--- src/rtl/hash_chain_pkg.sv ---
package hash_chain_pkg;
  typedef enum logic [1:0] {
    ST_IDLE = 2'd0,
    ST_RUN  = 2'd1,
    ST_LOAD = 2'd2
  } ctl_state_t;
endpackage

--- src/rtl/rem_reducer.sv ---
// Restoring remainder: one argument bit per cycle, MSB first.
module rem_reducer #(
  parameter int ARG_W   = 20,
  parameter int OUT_W   = 12,
  parameter int MODULUS = 4021
) (
  input  logic             clk,
  input  logic             rst,
  input  logic             start,
  input  logic [ARG_W-1:0] arg,
  output logic             done,
  output logic [OUT_W-1:0] rem
);
  localparam int RW    = OUT_W + 1;
  localparam int CNT_W = $clog2(ARG_W + 1);
  localparam logic [RW-1:0] MOD_V = RW'(MODULUS);

  logic [ARG_W-1:0] sh_q;
  logic [OUT_W-1:0] rem_q;
  logic [CNT_W-1:0] cnt_q;
  logic             busy_q;
  logic             done_q;
  logic [RW-1:0]    trial;
  logic [RW-1:0]    diff;
  logic             ge;

  always_comb begin
    trial = {rem_q, sh_q[ARG_W-1]};
    diff  = trial - MOD_V;
    ge    = (trial >= MOD_V);
  end

  always_ff @(posedge clk) begin
    if (rst) begin
      sh_q   <= '0;
      rem_q  <= '0;
      cnt_q  <= '0;
      busy_q <= 1'b0;
      done_q <= 1'b0;
    end else begin
      done_q <= 1'b0;
      if (start) begin
        sh_q   <= arg;
        rem_q  <= '0;
        cnt_q  <= CNT_W'(ARG_W);
        busy_q <= 1'b1;
      end else if (busy_q) begin
        sh_q  <= sh_q << 1;
        rem_q <= ge ? diff[OUT_W-1:0] : trial[OUT_W-1:0];
        cnt_q <= cnt_q - 1'b1;
        if (cnt_q == CNT_W'(1)) begin
          busy_q <= 1'b0;
          done_q <= 1'b1;
        end
      end
    end
  end

  assign done = done_q;
  assign rem  = rem_q;
endmodule

--- src/rtl/chain_ctl.sv ---
// Handshake, history register and sequencing.
module chain_ctl
  import hash_chain_pkg::*;
#(
  parameter int SYM_W  = 8,
  parameter int CODE_W = 12
) (
  input  logic                      clk,
  input  logic                      rst,
  input  logic                      in_valid,
  input  logic [SYM_W-1:0]          in_sym,
  input  logic                      done,
  input  logic [CODE_W-1:0]         mem_rdata,
  output logic                      in_ready,
  output logic                      start,
  output logic [SYM_W+CODE_W-1:0]   arg
);
  ctl_state_t        state_q;
  logic              first_q;
  logic [CODE_W-1:0] prev_q;
  logic [CODE_W-1:0] seed;

  always_comb begin
    in_ready = (state_q == ST_IDLE);
    start    = in_valid && in_ready;
    seed     = first_q ? CODE_W'(in_sym) : prev_q;
    arg      = {in_sym, seed};
  end

  always_ff @(posedge clk) begin
    if (rst) begin
      state_q <= ST_IDLE;
      first_q <= 1'b1;
      prev_q  <= '0;
    end else begin
      unique case (state_q)
        ST_IDLE: if (start) begin
          state_q <= ST_RUN;
          first_q <= 1'b0;
        end
        ST_RUN:  if (done) state_q <= ST_LOAD;
        ST_LOAD: begin
          prev_q  <= mem_rdata;
          state_q <= ST_IDLE;
        end
        default: state_q <= ST_IDLE;
      endcase
    end
  end
endmodule

--- src/rtl/hash_chain_mod.sv ---
module hash_chain_mod #(
  parameter int SYM_W   = 8,
  parameter int CODE_W  = 12,
  parameter int MODULUS = 4021
) (
  input  logic              clk,
  input  logic              rst,
  input  logic              in_valid,
  input  logic [SYM_W-1:0]  in_sym,
  output logic              in_ready,
  output logic              out_valid,
  output logic [CODE_W-1:0] out_addr,
  output logic              mem_rd,
  output logic [CODE_W-1:0] mem_addr,
  input  logic [CODE_W-1:0] mem_rdata
);
  localparam int ARG_W = SYM_W + CODE_W;

  logic             start;
  logic             done;
  logic [ARG_W-1:0] arg;
  logic [CODE_W-1:0] rem;

  chain_ctl #(.SYM_W(SYM_W), .CODE_W(CODE_W)) u_ctl (
    .clk(clk), .rst(rst), .in_valid(in_valid), .in_sym(in_sym),
    .done(done), .mem_rdata(mem_rdata), .in_ready(in_ready),
    .start(start), .arg(arg)
  );

  rem_reducer #(.ARG_W(ARG_W), .OUT_W(CODE_W), .MODULUS(MODULUS)) u_red (
    .clk(clk), .rst(rst), .start(start), .arg(arg),
    .done(done), .rem(rem)
  );

  assign out_valid = done;
  assign out_addr  = rem;
  assign mem_rd    = done;
  assign mem_addr  = rem;
endmodule

--- config.mk ---
export PLATFORM = sky130hd
export DESIGN_NAME = hash_chain_mod
export DESIGN_NICKNAME = d
export VERILOG_FILES = /design/src/rtl/hash_chain_pkg.sv /design/src/rtl/rem_reducer.sv /design/src/rtl/chain_ctl.sv /design/src/rtl/hash_chain_mod.sv
export SDC_FILE = /design/constraint.sdc
export NUM_CORES = 1
export LEC_CHECK = 0
export BUFFER_PORTS_ARGS = -buffer_cell sky130_fd_sc_hd__buf_2
export CAP_MARGIN = 20
export CORE_MARGIN = 1
export CORE_UTILIZATION = 34
export CTS_CLUSTER_SIZE = 14
export DETAILED_ROUTE_END_ITERATION = 8
export GPL_TIMING_DRIVEN = 0
export PLACE_DENSITY_LB_ADDON = 0.3
export SLEW_MARGIN = 30
export SYNTH_ARGS = -nofsm -noshare
export SYNTH_HDL_FRONTEND = slang
export SYNTH_SLANG_ARGS = --single-unit
--- constraint.sdc ---
create_clock -name clk -period 3.6 [get_ports clk]
set_input_delay 0.54 -clock clk [delete_from_list [all_inputs] [get_ports clk]]
set_output_delay 0.54 -clock clk [all_outputs]
set_load 0.02 [all_outputs]
# Word level (Yosys, flattened, before mapping)
# Index checks and enable logic that the tools add are counted.
[totals] word_cells=38 ff_bits=54 inputBits=23
[classes] n_bitwise=1 n_reduce_logical=7 n_mux=13 n_addsub=2 n_lt_le_gt_ge=1 n_eq_ne=5
[ops] cell="20-bit two-way mux" count=2
[ops] cell="12-bit two-way mux" count=2
[ops] cell="13-bit by 12-bit >= comparator with 1-bit output (second input constant)" count=1
[ops] cell="12-bit subtractor (second input constant)" count=1
[ops] cell="5-bit two-way mux" count=2
[ops] cell="5-bit by 1-bit equality test with 1-bit output (second input constant)" count=1
[ops] cell="5-bit by 1-bit subtractor with 5-bit output (second input constant)" count=1
[ops] cell="1-bit two-way mux" count=4
[ops] cell="2-bit two-way mux" count=2
[ops] cell="2-bit by 1-bit inequality test with 1-bit output (second input constant)" count=2
[ops] cell="2-bit case mux with 2 select lines" count=1
[ops] cell="2-bit AND reduction" count=2
[ops] cell="3-bit OR reduction" count=1
[ops] cell="2-bit by 1-bit equality test with 1-bit output (second input constant)" count=1
[ops] cell="2-bit equality test (second input constant)" count=1
[ops] cell="2-bit zero test" count=1
[ops] cell="2-bit nonzero test" count=1
[ops] cell="2-bit OR reduction" count=1
[ops] cell="1-bit logical AND" count=1
[ops] cell="1-bit NOT" count=1

# Longest topological paths before layout
# Gate-level depths: netlist of the first run.
[logic_depth] word_depth=4 mapped_depth=7 ltp_nobuf=7

# By module
# A second synthesis of the first run with hierarchy kept.
[unflattened] hier_cells=347 area_unflattened_um2=3121.7
[modules_own_cells] module="rem_reducer" area_each_um2=2119.5 instances=1 cells_each=248 seq_area_each_um2=780.7
[modules_own_cells] module="chain_ctl" area_each_um2=904.6 instances=1 cells_each=86 seq_area_each_um2=300.3
[modules_own_cells] module="hash_chain_mod" area_each_um2=97.6 instances=1 cells_each=13 seq_area_each_um2=0.0

# Worst setup path before layout of the first run
# OpenSTA, ideal clock, no wires.
[synth_timing] path_kind="register -> register" start="register u_red.rem_q[0], in the netlist u_red.rem[0]" end="register u_red.rem_q[6], in the netlist u_red.rem[6]" path_buffers=0 slack_ps=1658 required_ps=3480 arrival_time_ps=1823 setup_ps=120 synth_period_minus_slack_ps=1942 stages_incl_launch_ff=8 cell_sequence="dfxtp_1 -> inv_1 -> ha_1 -> o31ai_1 -> a211oi_1 -> a21oi_1 -> nor3_1 -> o31a_1"
[synth_between] elab_chain_cells=2 word_cells_on_any_way=3
[synth_rtl] element="start, declared" line="rem_reducer.sv:19" source="logic [OUT_W-1:0] rem_q;"
[synth_rtl] element="start signal, assigned" line="rem_reducer.sv:49" source="rem_q <= ge ? diff[OUT_W-1:0] : trial[OUT_W-1:0];"
[synth_rtl] element="12-bit subtractor or 13-bit by 12-bit >= comparator with 1-bit output (tied branches)" line="rem_reducer.sv:29, rem_reducer.sv:30"
[synth_rtl] element="12-bit two-way mux *" line="rem_reducer.sv:49"
# Mark *: on every way between the ends. The rest lies on a longest branch, timed or not.
# A chain may end at the register's enable or synchronous reset.

# Worst setup path in the final report of the first run
# Ends and elaborated chain as after synthesis.

==> flow_summary.toml, run 1 <==
[status]
run_status = "finished, final reports clean"

[pwr]
total_power_mw = 1.29
p_leak_nw = 1.31
power_density_nw_per_um2 = 412
ir_drop_v = 0.000213

[critical_path]
crit_path_top_delay_cell = "a21oi_1"
crit_chain = "inv_1, ha_1, o31ai_1, a211oi_1, a21oi_1, nor3_1, o31a_1"
rrSetupSlack_ps = 1460
slowest_delay_ps = 460
critPathKind = "reg -> reg"
cpLargestDelayFamily = "compound AO/OA/AOI/OAI gates"
cp_data_arrival_time_ps = 2350
worst-path-buf-inv = 1
end_kind = "flop"
crit_fanout = 8
start_kind = "flop"
crit_required_ps = 3810

[routing]
routed_wl_mm = 5.92
vias = 2337
firstDrtPassIters = 4
via_per_inst = 4.97
wire_per_inst_um = 12.6
drtIter0Drc = 101
drc = 0
drtAntennaViolNets = 0

[hold_path]
holdCritPathClass = "in -> reg"

[sta]
rsz0062_at_grt = "no"
timing.hold.ws_ps = 452
period_share_pct = 59.3
setup-tns-final_ps = 0
slew_headroom_pct = 60.8
hold_viol = 0
finClkSkew_ps = 9.82
setup_ws_ps = 1460
fmax_mhz = 468
period_minus_slack_ps = 2140
maxSlewViolCount = 0
setup_viol = 0
worstMarginPinSlew_ps = 588

[floorplanning]
die_w_um = 90.1
die_h_um = 90.1
io-pin-count = 50
start_util_pct = 35.8
rows = 31
core_um2 = 7370
fp.dieArea_um2 = 8130

[yosys]
synth.area.top_cells = "dfxtp_1, mux2i_1, a211oi_1"
syn_area_um2 = 2640
avgSynthCellArea_um2 = 8.41
yosysWarnings = 0
synth-seq-cells = 54
yosysTopAreaCellShare_pct = 40.9
synth_edf_count = 0
synth_nets = 341
ys_seq_area_share_pct = 40.9
synthCells = 314
netlist-cell-type-count = 42
synthFlopType = "dfxtp_1"
async_flop_share_pct = 0
synth_top_area_cell = "dfxtp_1"

[layout]
area_growth_pct = 18.4
postLayoutCoreUtil_pct = 42.4
seq_area_um2 = 1080
final_nets = 397
final_layout_size_suffix_gt1_share_pct = 21.6
num_antenna_cells = 0
layout_common_cells = "buf_2, dfxtp_1, nand2_1, nor2_1, a21oi_1"
fill_cells = 773
multiInputGateArea_um2 = 1340

[grt]
grt_overflow = 0
grt_pass1_wl_mm = 9.97
grt.met2_usage_pct = 24.4
use_met1_pct = 20.3
antenna_found_initial = 0
grt-busiest-layer = "met2"
grtUsageTotal_pct = 15.0
gr-usage-met3_pct = 3.05
grt_pass1_vias = 2125
grt_max_degree = 19

[run]
cap_violations = 0

[placement]
place.gp.congestion = 0.811
pre_cts_ws_ps = 1450
dp.final_hpwl_mm = 4.38
io_buffers = 49

[clocking]
post_cts_buffers = 0
clk_path_buf_depth = 2
path_clk_slew_ps = 110
ctsResizeCount = 0
ctsHoldBuffers = 0
numCtsBuffers = 5
cts_tree = "built"
clk_latency_ps = 310
cts_sinks = 54
cts-root-buf = "clkbuf_8"
h-tree-depth = 2
[final timing paths]
check,start,to,cells past startpoint
setup reg to reg,u_red.rem[0],u_red.rem[6],7
hold reg to reg,u_ctl.prev_q[6],u_ctl.prev_q[6],2
setup / recovery,u_red.rem[0],u_red.rem[6],7
hold / removal,mem_rdata[10],u_ctl.prev_q[10],3
[routing by layer]
layer  vias to the layer above  routed length [µm]
met1                      1066                2970
met2                        62                2620
met5                         -                   0
met4                         0                  47
met3                         4                 280
li1                       1205                   -
[cell type report]
| cell class | count | share of cell area (%) |
|---|---|---|
| multi-input cells | 217 | 42.7 |
| flip-flops and latches | 54 | 34.6 |
| repair buffers | 49 | 7.84 |
| plain buffers | 34 | 6.08 |
| well taps | 99 | 3.96 |
| clock buffers | 5 | 2.20 |
| clock inverters | 3 | 1.56 |
| inverters | 9 | 1.08 |
[stage by stage]
stage	area (µm²)	cells
6_report	3130	470
5_1_grt	3130	470
4_1_cts	3130	470
3_5_place_dp	3010	462
3_3_place_gp	3010	462
2_1_floorplan	2640	314
[state kept, by name, indices dropped and copies added (netlist names)]
signal and cells:
u_red.sh_q 20, u_ctl.prev_q 12, u_red.rem 12, u_red.cnt_q 5, u_ctl.state_q 2, u_ctl.first_q 1, u_red.busy_q 1, u_red.done 1
[worst register-to-register path, stage by stage (launching register included)]
cell and delay, ps:
dfxtp_1 430, inv_1 110, ha_1 210, o31ai_1 300
a211oi_1 160, a21oi_1 460, nor3_1 90, o31a_1 280
[where the power goes]
group          internal, mW  leakage [nW]  switching [mW]
Sequential            0.628         0.441          0.0276
Clock                 0.212        0.0563           0.218
Combinational        0.0860         0.812           0.117
[cell families after synthesis]
family	share of synthesized area (%)
AO/OA/AOI/OAI	20.5
XOR/XNOR	3.32
adder cells (fa/ha/maj)	1.89
buffers and inverters	8.48
flip-flops	40.9
multiplexers	7.96
AND/OR/NAND/NOR	17.0
[Yosys cell counts (all sizes together), types with 2 or more instances]
master   n
a31oi    8
xnor2    4
a32oi    2
dfxtp   54
or4      2
nand3    4
and2     3
a21oi   27
nor3     5
o21a     3
nand2   33
xor2     6
o22ai    2
buf     21
mux2i   21
a211oi  24
ha       4
o21ba    2
o21ai   11
nor2    31
clkbuf  13
and3     2
nor2b    8
inv      9
nand4    3
(Power assumes the default switching activity.)
==> inputs of run 2 (changes only) <==
Clock period 3.6 ns to 1.9 ns, I/O delays scaled along.
==> run 2 against run 1 <==
Effect of this change: via count is 2.4% higher; combinational power is 93% higher; count of clock-buffer cells in the layout stayed put; power is 89% higher; largest power group unchanged; sequential power is 89% higher; sequential share of layout area is 0.22 points lower; maximum frequency is 18% higher.
==> flow_summary.toml, run 2 (synthesis results as in run 1) <==
[pwr]
p_leak_nw = 1.32
ir_drop_v = 0.000353
power_density_nw_per_um2 = 772
total_power_mw = 2.44

[critical_path]
cp_data_arrival_time_ps = 2050
crit_required_ps = 2140
crit_path_start = "u_red.sh_q[19]"
end_kind = "flop"
start_kind = "flop"
critPathKind = "reg -> reg"
crit_fanout = 7
worstReg2RegStart = "u_red.sh_q[19]"

[clocking]
path_clk_slew_ps = 100
cts_tree = "built"
cts_sinks = 54
cts-root-buf = "clkbuf_8"
ctsHoldBuffers = 0
numCtsBuffers = 5
clk_latency_ps = 310
h-tree-depth = 2
clk_path_buf_depth = 2

[floorplanning]
die_w_um = 90.1
start_util_pct = 35.8
fp.dieArea_um2 = 8130
io-pin-count = 50
core_um2 = 7370
rows = 31
die_h_um = 90.1

[grt]
grt_overflow = 0
grt_pass1_wl_mm = 10.1
grt_pass1_vias = 2125
grt_max_degree = 19
antenna_found_initial = 0
grtUsageTotal_pct = 15.1

[sta]
finClkSkew_ps = 9.40
worstMarginPinSlew_ps = 576
setup-tns-final_ps = 0
maxSlewViolCount = 0
hold_viol = 0
slew_headroom_pct = 61.6
period_share_pct = 95.0
setup_viol = 0
timing.hold.ws_ps = 201
fmax_mhz = 554
rsz0062_at_grt = "yes"
setup_ws_ps = 94.7
period_minus_slack_ps = 1810

[placement]
dp.final_hpwl_mm = 4.35
place.gp.congestion = 0.834
pre_cts_ws_ps = -74.9
postPlaceCellArea_um2 = 3010
io_buffers = 49
placed_cells = 462

[layout]
final_nets = 398
final_common_cell = "buf_2"
postLayoutCoreUtil_pct = 42.8
layout_common_cells = "buf_2, dfxtp_1, nand2_1, nor2_1, a21oi_1"
largest_reg_flops = 20
instances_no_fill = 471
regMostFlops = "u_red.sh_q"
area_growth_pct = 19.5
fill_cells = 748
final_layout_size_suffix_gt1_share_pct = 23.9
fin_area_um2 = 3160
num_antenna_cells = 0

[run]
cap_violations = 0

[status]
run_status = "finished, final reports clean"

[hold_path]
hold_start = "mem_rdata[1]"
holdCritPathClass = "in -> reg"

[routing]
firstDrtPassIters = 5
drtIter0Drc = 110
drtAntennaViolNets = 0
wire_per_inst_um = 12.8
drc = 0
via_per_inst = 5.08
routed_wl_mm = 6.04
vias = 2394
-- run 2: final timing paths --
| path | depth (start not counted) | slack, ps | endpoint |
|---|---|---|---|
| worst max-delay path | 7 | 90 | u_red.rem[5] |
| worst min-delay path | 3 | 200 | u_ctl.prev_q[1] |
| worst max register to register | 7 | 90 | u_red.rem[5] |
| worst min register to register | 2 | 460 | u_ctl.prev_q[7] |
-- run 2: critical path: stages (launching register included) --
cell and delay [ps]:
dfxtp_2 420, ha_1 190, o31ai_2 80, a211oi_2 260
a21oi_2 110, buf_4 170, or3_1 350, a31oi_1 160
-- run 2: repair_timing --
action                     4_1_cts  5_1_grt
hold endpoints to repair         0        0
buffers inserted                 2        0
resized for setup                2        5
setup endpoints to repair        2       12
pin swaps                        1        1
-- run 2: power breakdown --
| part | switching [mW] | internal [mW] |
|---|---|---|
| Combinational | 0.227 | 0.166 |
| Clock | 0.400 | 0.400 |
| Sequential | 0.0534 | 1.19 |
| Total | 0.680 | 1.76 |
-- run 2: routing by layer --
metal / global-route usage (%) / share of wire [%] / vias to the layer above
li1: - / - / 1205
met1: 21.1 / 49 / 1098
met2: 23.8 / 45 / 87
met3: 2.79 / 5.3 / 4
met4: 4.03 / 0.75 / 0
met5: 0 / 0 / -
-- run 2: cell type report --
class                           count  area, µm²  share of cell area, %
Sequential cell                    54       1080                   34.3
Clock inverter                      3       47.5                   1.51
Buffer                             33        188                   5.95
Timing Repair Buffer               51        260                   8.25
Tap cell                           99        124                   3.93
Clock buffer                        5       68.8                   2.18
Multi-Input combinational cell    217       1350                   42.8
Inverter                            9       33.8                   1.07
==> inputs of run 3 (changes only) <==
Settings changed: PLACE_DENSITY_LB_ADDON 0.3 to unset.
Clock period 1.9 ns to 1.7 ns, I/O delays scaled along.
==> run 3 against run 2 <==
Effect of this change: the flow now finishes with violations (setup timing); sequential share of layout area shrank 0.14 points; maximum frequency up 5.1%; first-iteration DRC count rose by 7.3%; non-clock buffer count rose by 2; register-to-register slack worse by 110 ps; combinational power rose by 14%; power is 6.8% higher; global-route usage grew 0.15 points; wire length fell by 1.6%.
==> flow_summary.toml, run 3 (synthesis results as in run 1) <==
[critical_path]
worst-path-buf-inv = 0
crit_chain = "ha_4, o31ai_4, a211oi_2, a21oi_4, or4_1, o311ai_1"
slowest_delay_ps = 420
end_kind = "flop"
crit_path_top_delay_cell = "dfxtp_4"
cp_data_arrival_time_ps = 1940
start_kind = "flop"
critPathKind = "reg -> reg"
crit_required_ps = 1920
rr_worst_depth = 6
crit_fanout = 8
path_depth = 6
cpLargestDelayFamily = "compound AO/OA/AOI/OAI gates"

[sta]
rsz0062_at_grt = "yes"
fmax_mhz = 582
setup_viol = 1
maxSlewViolCount = 0
timing.hold.ws_ps = 157
worstMarginPinSlew_ps = 576
hold_viol = 0
period_share_pct = 101
finClkSkew_ps = 12.3
setup_ws_ps = -17.9
slew_headroom_pct = 61.6
period_minus_slack_ps = 1720

[hold_path]
holdCritPathClass = "in -> reg"
hold_depth = 3

[layout]
final_nets = 400
num_antenna_cells = 0
area_growth_pct = 20.9
postLayoutCoreUtil_pct = 43.3
final_common_cell = "buf_2"
final_layout_size_suffix_gt1_share_pct = 25.9
multiInputGateArea_um2 = 1380
seq_area_um2 = 1090
layout_common_cells = "buf_2, dfxtp_1, nand2_1, nor2_1, a21oi_1"
fill_cells = 795
largest_reg_flops = 20
regMostFlops = "u_red.sh_q"

[clocking]
ctsHoldBuffers = 0
cts-root-buf = "clkbuf_8"
numCtsBuffers = 5
cts_sinks = 54
clk_path_buf_depth = 2
clk_latency_ps = 320
cts_tree = "built"
h-tree-depth = 2
path_clk_slew_ps = 110

[floorplanning]
fp.dieArea_um2 = 8130
io-pin-count = 50
core_um2 = 7370
rows = 31
die_h_um = 90.1
die_w_um = 90.1
start_util_pct = 35.8

[routing]
drc = 0
via_per_inst = 4.98
routed_wl_mm = 5.94
drtAntennaViolNets = 0
wire_per_inst_um = 12.5
drtIter0Drc = 118
firstDrtPassIters = 4
vias = 2357

[pwr]
ir_drop_v = 0.000396
p_leak_nw = 1.33
power_density_nw_per_um2 = 815

[run]
cap_violations = 0

[grt]
grt_pass1_wl_mm = 10.2
antenna_found_initial = 0
grt_max_degree = 20
grt_pass1_vias = 2209
grtUsageTotal_pct = 15.2
grt_overflow = 0

[status]
run_status = "finished with violations"
failed_checks = "setup timing"

[placement]
dp.final_hpwl_mm = 4.30
io_buffers = 49
place.gp.congestion = 0.808
[run 3: cell types whose count changed in the layout (fill, tap and decap cells not counted), sizes merged]
cell and delta:
buf +1, bufinv -1, clkbuf +1, inv +1
[run 3: routing by layer]
metal | part of all wire, % | vias up | track usage, %
met5 | 0 | - | 0
met4 | 0.67 | 0 | 4.03
met3 | 4.1 | 5 | 2.88
met2 | 45 | 53 | 24.7
met1 | 51 | 1088 | 20.7
li1 | - | 1211 | -
[run 3: cell type report]
class | instances | share of cell area, %
plain buffers | 34 | 6.27
inverters | 9 | 1.14
multi-input cells | 217 | 43.2
clock buffers | 5 | 2.15
repair buffers | 52 | 8.38
clock inverters | 3 | 0.823
flip-flops and latches | 54 | 34.2
well taps | 99 | 3.88
[run 3: worst reg2reg max path, cell delays in order (launching register included)]
cell and delay [ps]:
dfxtp_4 420, ha_4 150, o31ai_4 70, a211oi_2 330, a21oi_4 140, or4_1 420, o311ai_1 90
[run 3: what timing repair did]
action | in CTS | in global routing
resized for setup | 12 | 13
setup buffers | 3 | 0
endpoints found under the setup margin | 12 | 18
pin swaps | 5 | 3
[run 3: stage by stage]
| stage | power (mW) | area [µm²] | instances | TNS [ps] | worst slack, ps |
|---|---|---|---|---|---|
| 5_1_grt | 2.73 | 3190 | 473 | -123 | -71.3 |
| 3_3_place_gp | 1.84 | 3020 | 462 | -1540 | -177 |
| 6_report | 2.60 | 3190 | 473 | -17.9 | -17.9 |
| 3_5_place_dp | 1.85 | 3020 | 462 | -1190 | -189 |
| 4_1_cts | 2.63 | 3170 | 473 | 0 | 6.64 |
| 2_1_floorplan | 1.71 | 2650 | 314 | -86.2 | -37.2 |
[run 3: path summary, 6_finish.rpt]
kind                                      start               end  slack, ps
worst max-delay path             u_red.sh_q[19]      u_red.rem[0]        -20
worst min-delay path              mem_rdata[11]  u_ctl.prev_q[11]        160
worst max register to register   u_red.sh_q[19]      u_red.rem[0]        -20
worst min register to register  u_ctl.prev_q[2]   u_ctl.prev_q[2]        460
[run 3: where the power goes]
group | leakage, nW | internal, mW | switching (mW)
clock network | 0.0491 | 0.304 | 0.465
registers | 0.444 | 1.33 | 0.0598
logic | 0.840 | 0.192 | 0.254
